===== src/rtl/lcd_pkg.sv =====
package lcd_pkg;

    typedef enum logic [2:0] {
        FEED_OPEN      = 3'b000,
        FEED_FWD_ACT   = 3'b001,
        FEED_FWD_XMIT  = 3'b010,
        FEED_TIP_FLOAT = 3'b011,
        FEED_RINGING   = 3'b100,
        FEED_REV_ACT   = 3'b101,
        FEED_REV_XMIT  = 3'b110,
        FEED_RING_FLOAT= 3'b111
    } feed_state_e;

    // detection runs only in the four powered, non-ringing feed states
    function automatic logic feed_is_sensing(input logic [2:0] code);
        feed_is_sensing = (code == FEED_FWD_ACT)  || (code == FEED_FWD_XMIT) ||
                          (code == FEED_REV_ACT)  || (code == FEED_REV_XMIT);
    endfunction

    typedef enum logic {
        SENSE_CURRENT = 1'b0,
        SENSE_VOLTAGE = 1'b1
    } sense_mode_e;

endpackage


===== src/rtl/lcd_front.sv =====
module lcd_front #(
    parameter int MAG_W = 6
) (
    input  logic                    smp_stb,
    input  logic [2:0]              feed_state,
    input  logic                    vmode,
    input  logic [MAG_W:0]          cur_smp,
    input  logic [MAG_W:0]          volt_smp,
    output logic                    accept,
    output logic signed [MAG_W:0]   x_val
);
    import lcd_pkg::*;

    localparam int N_CH = 2;

    logic signed [MAG_W:0] conv [N_CH];
    logic [MAG_W:0]        raw  [N_CH];

    assign raw[0] = cur_smp;
    assign raw[1] = volt_smp;

    // sign-magnitude to two's complement, one converter per channel
    for (genvar g = 0; g < N_CH; g++) begin : g_conv
        logic signed [MAG_W:0] pos_v;
        always_comb begin
            pos_v = $signed({1'b0, raw[g][MAG_W-1:0]});
            if (raw[g][MAG_W]) begin
                conv[g] = -pos_v;
            end else begin
                conv[g] = pos_v;
            end
        end
    end

    always_comb begin
        accept = smp_stb && feed_is_sensing(feed_state);
        if (sense_mode_e'(vmode) == SENSE_VOLTAGE) begin
            x_val = conv[1];
        end else begin
            x_val = conv[0];
        end
    end

endmodule


===== src/rtl/lcd_lpf.sv =====
module lcd_lpf #(
    parameter int MAG_W  = 6,
    parameter int COEF_W = 12
) (
    input  logic                    clk,
    input  logic                    rst_n,
    input  logic                    upd,
    input  logic signed [MAG_W:0]   x_in,
    input  logic [COEF_W-1:0]       coef,
    output logic [MAG_W-1:0]        mag_out
);
    localparam int ACC_W  = MAG_W + 1 + COEF_W;
    localparam int GAIN_W = COEF_W + 2;
    localparam int PROD_W = ACC_W + 1 + GAIN_W;

    typedef struct packed {
        logic signed [ACC_W-1:0] y;
    } lpf_state_t;

    lpf_state_t st_d, st_q;

    logic signed [ACC_W:0]    x_wide;
    logic signed [ACC_W:0]    diff;
    logic signed [GAIN_W-1:0] gain;
    logic signed [PROD_W-1:0] prod;
    logic signed [PROD_W-1:0] step;
    logic signed [ACC_W-1:0]  y_abs;

    always_comb begin
        st_d   = st_q;
        x_wide = (ACC_W+1)'(x_in) <<< COEF_W;
        diff   = x_wide - (ACC_W+1)'(st_q.y);
        gain   = $signed({2'b00, coef} + {{(GAIN_W-1){1'b0}}, 1'b1});
        prod   = PROD_W'(diff) * PROD_W'(gain);
        step   = prod >>> COEF_W;
        if (upd) begin
            st_d.y = st_q.y + ACC_W'(step);
        end
        if (st_q.y[ACC_W-1]) begin
            y_abs = -st_q.y;
        end else begin
            y_abs = st_q.y;
        end
        mag_out = MAG_W'(y_abs >> COEF_W);
    end

    always_ff @(posedge clk or negedge rst_n) begin
        if (!rst_n) begin
            st_q <= '0;
        end else begin
            st_q <= st_d;
        end
    end

    AST_LPF_HOLD: assert property (@(posedge clk) disable iff (!rst_n)
        !upd |=> $stable(st_q.y));

    AST_LPF_UNITY: assert property (@(posedge clk) disable iff (!rst_n)
        (upd && coef == '1) |=> (st_q.y == (ACC_W'($past(x_in)) <<< COEF_W)));

endmodule


===== src/rtl/lcd_cmp.sv =====
module lcd_cmp #(
    parameter int MAG_W = 6
) (
    input  logic              clk,
    input  logic              rst_n,
    input  logic              upd,
    input  logic [MAG_W-1:0]  mag,
    input  logic              vmode,
    input  logic              hyst_en,
    input  logic [MAG_W-1:0]  thr_hi,
    input  logic [MAG_W-1:0]  thr_lo,
    output logic              level
);
    import lcd_pkg::*;

    typedef struct packed {
        logic closed;
    } cmp_state_t;

    cmp_state_t st_d, st_q;

    always_comb begin
        st_d = st_q;
        if (sense_mode_e'(vmode) == SENSE_CURRENT) begin
            // more current than the level means closed
            if (hyst_en && st_q.closed) begin
                level = mag > thr_lo;
            end else begin
                level = mag > thr_hi;
            end
        end else begin
            // less voltage than the level means closed
            if (!hyst_en) begin
                level = mag < thr_hi;
            end else if (st_q.closed) begin
                level = !(mag > thr_hi);
            end else begin
                level = mag < thr_lo;
            end
        end
        if (upd) begin
            st_d.closed = level;
        end
    end

    always_ff @(posedge clk or negedge rst_n) begin
        if (!rst_n) begin
            st_q <= '0;
        end else begin
            st_q <= st_d;
        end
    end

    AST_CMP_HOLD: assert property (@(posedge clk) disable iff (!rst_n)
        !upd |=> $stable(st_q.closed));

endmodule


===== src/rtl/lcd_debounce.sv =====
module lcd_debounce #(
    parameter int CNT_W = 8
) (
    input  logic              clk,
    input  logic              rst_n,
    input  logic              upd,
    input  logic              level,
    input  logic [CNT_W-1:0]  interval,
    input  logic              irq_en,
    input  logic              irq_clr,
    output logic              status,
    output logic              irq_pend
);
    typedef struct packed {
        logic             status;
        logic             irq;
        logic [CNT_W-1:0] cnt;
    } dbc_state_t;

    dbc_state_t st_d, st_q;

    logic [CNT_W:0] limit;
    logic [CNT_W:0] cnt_inc;
    logic           flip;

    always_comb begin
        st_d    = st_q;
        flip    = 1'b0;
        limit   = (interval == '0) ? {{CNT_W{1'b0}}, 1'b1} : {1'b0, interval};
        cnt_inc = {1'b0, st_q.cnt} + {{CNT_W{1'b0}}, 1'b1};
        if (upd) begin
            if (level != st_q.status) begin
                if (cnt_inc >= limit) begin
                    flip        = 1'b1;
                    st_d.status = level;
                    st_d.cnt    = '0;
                end else begin
                    st_d.cnt    = CNT_W'(cnt_inc);
                end
            end else begin
                st_d.cnt = '0;
            end
        end
        if (irq_clr) begin
            st_d.irq = 1'b0;
        end
        if (flip && irq_en) begin
            st_d.irq = 1'b1;
        end
        status   = st_q.status;
        irq_pend = st_q.irq;
    end

    always_ff @(posedge clk or negedge rst_n) begin
        if (!rst_n) begin
            st_q <= '0;
        end else begin
            st_q <= st_d;
        end
    end

    AST_STATUS_HOLD: assert property (@(posedge clk) disable iff (!rst_n)
        !upd |=> $stable(st_q.status));

    AST_AGREE_RESTART: assert property (@(posedge clk) disable iff (!rst_n)
        (upd && level == st_q.status) |=> (st_q.cnt == '0));

    AST_IRQ_MASKED: assert property (@(posedge clk) disable iff (!rst_n)
        (!irq_en && !st_q.irq) |=> !st_q.irq);

    AST_IRQ_CLEAR: assert property (@(posedge clk) disable iff (!rst_n)
        (irq_clr && !upd) |=> !st_q.irq);

endmodule


===== src/rtl/loop_close_det.sv =====
module loop_close_det #(
    parameter int MAG_W  = 6,
    parameter int COEF_W = 12,
    parameter int CNT_W  = 8
) (
    input  logic              clk,
    input  logic              rst_n,
    input  logic              smp_stb,
    input  logic [MAG_W:0]    cur_smp,
    input  logic [MAG_W:0]    volt_smp,
    input  logic [2:0]        feed_state,
    input  logic [MAG_W-1:0]  thr_hi,
    input  logic [MAG_W-1:0]  thr_lo,
    input  logic              hyst_en,
    input  logic              vmode,
    input  logic [COEF_W-1:0] lpf_coef,
    input  logic [CNT_W-1:0]  dbc_ticks,
    input  logic              irq_en,
    input  logic              irq_clr,
    output logic              hook_closed,
    output logic              irq_pend
);
    typedef struct packed {
        logic stage2;
    } top_state_t;

    top_state_t st_d, st_q;

    logic                  accept;
    logic signed [MAG_W:0] x_val;
    logic [MAG_W-1:0]      filt_mag;
    logic                  cmp_level;

    lcd_front #(.MAG_W(MAG_W)) u_front (
        .smp_stb    (smp_stb),
        .feed_state (feed_state),
        .vmode      (vmode),
        .cur_smp    (cur_smp),
        .volt_smp   (volt_smp),
        .accept     (accept),
        .x_val      (x_val)
    );

    lcd_lpf #(.MAG_W(MAG_W), .COEF_W(COEF_W)) u_lpf (
        .clk     (clk),
        .rst_n   (rst_n),
        .upd     (accept),
        .x_in    (x_val),
        .coef    (lpf_coef),
        .mag_out (filt_mag)
    );

    always_comb begin
        st_d        = st_q;
        st_d.stage2 = accept;
    end

    always_ff @(posedge clk or negedge rst_n) begin
        if (!rst_n) begin
            st_q <= '0;
        end else begin
            st_q <= st_d;
        end
    end

    lcd_cmp #(.MAG_W(MAG_W)) u_cmp (
        .clk     (clk),
        .rst_n   (rst_n),
        .upd     (st_q.stage2),
        .mag     (filt_mag),
        .vmode   (vmode),
        .hyst_en (hyst_en),
        .thr_hi  (thr_hi),
        .thr_lo  (thr_lo),
        .level   (cmp_level)
    );

    lcd_debounce #(.CNT_W(CNT_W)) u_dbc (
        .clk      (clk),
        .rst_n    (rst_n),
        .upd      (st_q.stage2),
        .level    (cmp_level),
        .interval (dbc_ticks),
        .irq_en   (irq_en),
        .irq_clr  (irq_clr),
        .status   (hook_closed),
        .irq_pend (irq_pend)
    );

    AST_GATED_STAGE: assert property (@(posedge clk) disable iff (!rst_n)
        (smp_stb && !lcd_pkg::feed_is_sensing(feed_state)) |=> !st_q.stage2);

    AST_LATENCY: assert property (@(posedge clk) disable iff (!rst_n)
        !st_q.stage2 |=> $stable(hook_closed));

endmodule


===== config.mk =====
export PLATFORM = sky130hd
export DESIGN_NAME = loop_close_det
export DESIGN_NICKNAME = d
export VERILOG_FILES = /design/src/rtl/lcd_pkg.sv /design/src/rtl/lcd_front.sv /design/src/rtl/lcd_lpf.sv /design/src/rtl/lcd_cmp.sv /design/src/rtl/lcd_debounce.sv /design/src/rtl/loop_close_det.sv
export SDC_FILE = /design/constraint.sdc
export NUM_CORES = 1
export LEC_CHECK = 0
export ABC_AREA = 1
export BUFFER_PORTS_ARGS = -buffer_cell sky130_fd_sc_hd__buf_2
export CAP_MARGIN = 20
export CORE_MARGIN = 2
export CORE_UTILIZATION = 60
export CTS_CLUSTER_DIAMETER = 120
export CTS_CLUSTER_SIZE = 10
export DETAILED_ROUTE_END_ITERATION = 8
export PLACE_DENSITY = 0.9
export SLEW_MARGIN = 25
export SYNTH_ARGS = -nofsm -noshare
export SYNTH_HDL_FRONTEND = slang
export SYNTH_SLANG_ARGS = --single-unit

===== constraint.sdc =====
create_clock -name clk -period 9.2 [get_ports clk]
set_clock_uncertainty 0.2 [all_clocks]
set_input_delay 1.84 -clock clk [delete_from_list [all_inputs] [get_ports clk]]
set_output_delay 1.84 -clock clk [all_outputs]
set_load 0.02 [all_outputs]

==> metrics.txt, run 1 <==
YS warnings=0; asr flop ratio synth=100%; # port buffers=56; most instantiated cells after synthesis=408 x inv_1, 321 x nand2_1, 229 x fa_1; Post-Place Worst Slack=-1550 ps; largest net degree at the start of global routing=32; synthesized area=12800 µm²; Failed at=global routing (5_1_grt); gr ovfl total=373; sequential share of the synthesized area=6.04%; Worst endpoint, post-GRT repair=u_lpf.st_q[18]$_DFFE_PN0P_/D; synthesized area per cell=7.47 µm²; post-synthesis net count=2130; DPL Wire Length=32900 µm; placed insts=2258; CTS Buffer Depth=2; synthesized flop and latch total=31; H-tree Lvls=2; area share of the largest cell type after synthesis=35.7%; # hold bufs at CTS=0; Synth Flop Type=dfrtp_1; Post-synth EDFFs=0; clk root buf=clkbuf_16; die outline height=150 µm; Err=[ERROR GRT-0232] Routing congestion too high. Check the congestion heatmap in the GUI.; CTS Buf Count=5; die width=150 µm; RePlAce Congestion=0.961; total track usage=88.7%; run status=stopped before the end; IO Pins=58; CTS Sinks=31; top-count cell post-synth=inv_1; worst ep type=register input; Initial Utilization=61.1%; top cells by area, synth=fa_1 36%, ha_1 12%, inv_1 12%; Distinct cells, synth=46; largest area contributor in the netlist=fa_1; Cells after Synth=1721; # rows=53
==> layer usage <==
layer / GRT usage (%) / overflow
met5: 55.0 / 2
met4: 94.6 / 114
met3: 79.0 / 10
met2: 101 / 227
met1: 85.0 / 20
==> stage by stage <==
step	setup TNS, ps	cell area, µm²	utilization [%]	hold WS, ps
after floorplan	-608	13200	-	275
after CTS	-5610	16800	80.0	332
after detailed placement	-12350	15400	73.3	323
after global placement	-9310	15400	73.3	295
==> timing repair <==
item / CTS
pin swaps: 69
buffers inserted: 92
endpoints found under the setup margin: 13
hold endpoints to repair: 0
gates resized for setup: 143
==> cell families after synthesis <==
| group | after synthesis | synth area share, % |
|---|---|---|
| and+or+nand+nor | 660 | 21.4 |
| adders and majority gates | 353 | 47.8 |
| buffers and inverters | 440 | 12.9 |
| xor gates and xnor gates | 55 | 3.81 |
| DFF | 31 | 6.04 |
| AOI/OAI and AO/OA | 182 | 8.02 |
==> run 2, diff against run 1 <==
CORE_UTILIZATION = 40   (was 60)
CTS_CLUSTER_DIAMETER = default   (was 120)
CTS_CLUSTER_SIZE = default   (was 10)
PLACE_DENSITY = default   (was 0.9)
PLACE_DENSITY_LB_ADDON = 0.15   (was default)
==> metrics.txt, run 2 <==
per-cell routed wire length=15.1 µm; crit path DAT=9960 ps; Max Fanout on Critical Path=6; later-pin clock latency in the skew report=280 ps; most instantiated cells after synthesis=408 x inv_1, 321 x nand2_1, 229 x fa_1 (unchanged); die width=183 µm (was 150 µm); asr flop ratio synth=100% (unchanged); YS warnings=0 (unchanged); CTS Buf Count=5 (unchanged); # hold bufs at CTS=0 (unchanged); leading cell types in the layout, fill and taps excluded=357 x inv_1, 284 x buf_4, 273 x nand2_1, 221 x fa_1, 180 x nor2_1; Fill cells=2971; Crit path top cell by count=fa_1; CTS tree=done; drt via density=4.85; final hold violation count=0; largest area contributor in the netlist=fa_1 (unchanged); post-route cell area=17800 µm²; minimum clock period=9940 ps; total track usage=22.3%; Distinct cells, synth=46 (unchanged); Crit path largest cell delay=540 ps; placed insts=2426 (was 2258); Crit path required time=9230 ps; IO Pins=58 (unchanged); Largest regs=u_lpf.st_q: 19 flops, u_dbc.st_q: 8 flops; # rows=65 (was 53); Biggest register=u_lpf.st_q; first-pass GRT wire length=59700 µm; Post-synth EDFFs=0 (unchanged); max reg flops=19; FMAX=101 MHz; vias in the first global route=12100; violated checks=setup timing; H-tree Lvls=2 (unchanged); DPL Wire Length=31400 µm (was 32900 µm); CP max-delay cell=fa_1; # diodes=0; post-route non-filler standard cell count=2482; synthesized flop and latch total=31 (unchanged); final setup vio count=9; CTS Buffer Depth=2 (unchanged); top-count cell post-synth=inv_1 (unchanged); largest net degree at the start of global routing=32; Routed WL=37400 µm; Iter 0 DRT Violations=532; Placed Area=15900 µm² (was 15400 µm²); DRT antenna net count=0; fin. max-slew vios=0; synthesized area per cell=7.47 µm² (unchanged); RSZ-0062 raised after global routing=true; hold_ws=326 ps; RePlAce Congestion=0.891 (was 0.961); worst slew pin tran=776 ps; post-synthesis net count=2130 (unchanged); nets@finish=2488; Layout area overhead=38.4%; DRC=0; CTS Sinks=31 (unchanged); synthesized area=12800 µm² (unchanged); maxcap violations=0; Initial Utilization=40.7% (was 61.1%); area share of the largest cell type after synthesis=35.7% (unchanged); startpoint types=input port; Post-Place Worst Slack=-1380 ps (was -1550 ps); Setup WS post-layout=-736 ps; slew margin rel.=48.3%; crit path capture type=flip-flop; Cells after Synth=1721 (unchanged); kind of critical path=input port to flip-flop; Reg clk slew, reported paths=60 ps; top cells by area, synth=fa_1 36%, ha_1 12%, inv_1 12% (unchanged); DR vias=12000; final worst-path cycle share=108%; gr ovfl total=0; share of layout cells above drive strength 1=33.7%; core area=31600 µm²; initial antenna violation count=0; most common cell after layout, fill and taps aside=inv_1; die outline height=183 µm (was 150 µm); clk root buf=clkbuf_16 (unchanged); sequential share of the synthesized area=6.04% (unchanged); Synth Flop Type=dfrtp_1 (unchanged); run status=finished, violations left (was stopped before the end); Hold Path Class=flip-flop to flip-flop; die area=33600 µm²; # port buffers=56 (unchanged); First-pass DRT Iterations=5
-- run 2: cell counts after synthesis --
No cell type changed its count.
-- run 2: what timing repair did --
| item | CTS | global route |
|---|---|---|
| cloned | 0 | 1 |
| resized for setup | 89 | 265 |
| pin swaps | 74 | 122 |
| endpoints found under the setup margin | 14 | 14 |
| buffers inserted | 13 | 37 |
-- run 2: final timing paths --
kind | startpoint | end | slack [ps] | cells past startpoint
setup / recovery | cur_smp[1] | u_lpf.st_q[18] | -740 | 48
hold / removal | u_dbc.irq_pend | u_dbc.irq_pend | 330 | 2
min in group asynchronous | rst_n | u_dbc.st_q[3] | 1420 | 1
setup reg to reg | u_lpf.st_q[6] | u_lpf.st_q[18] | 570 | 44
hold reg to reg | u_dbc.irq_pend | u_dbc.irq_pend | 330 | 2
max in group asynchronous | rst_n | u_lpf.st_q[6] | 6870 | 1
-- run 2: cell families after synthesis --
group,after synthesis,synth area share (%)
xor+xnor,55,3.81
fa+ha+maj,353,47.8
flops,31,6.04
buf+inv,440,12.9
compound gates,182,8.02
simple gates,660,21.4
-- run 2: worst max-delay path: cells and delay by family --
kind | cells | cell delay, ps
xor+xnor | 1 | 210
simple gates | 18 | 1980
buf+inv | 9 | 600
compound gates | 10 | 1420
fa+ha+maj | 10 | 3890
-- run 2: cell type report --
cell class                 instances  area (µm²)  area share, %
inverter                         419        1620           9.14
clock inverter                     3        20.0          0.113
sequential                        31         776           4.36
clock buffer                       5         125          0.704
multi-input combinational       1250       11800           66.6
timing repair buffer             372        2880           16.2
tap                              402         503           2.83
-- run 2: per-layer routing --
layer | share of wire, % | vias to the layer above | wire (µm) | GRT usage [%]
met1 | 43 | 5904 | 16000 | 29.0
met4 | 1.7 | 0 | 639 | 2.88
met3 | 3.2 | 31 | 1200 | 2.32
met2 | 52 | 179 | 19600 | 41.0
met5 | 0 | - | 0 | 0
li1 | - | 5915 | - | -
-- run 2: through the flow --
stage | utilization (%) | setup TNS (ps)
floorplan | - | -608
global placement | 50.5 | -12990
detailed placement | 50.5 | -13650
CTS | 52.4 | -4810
global route | 56.3 | -6640
finish | 56.3 | -3220
Power of run 2 is not shown: default switching activity piles up to over one toggle a cycle in this logic, so the estimate is an artifact.
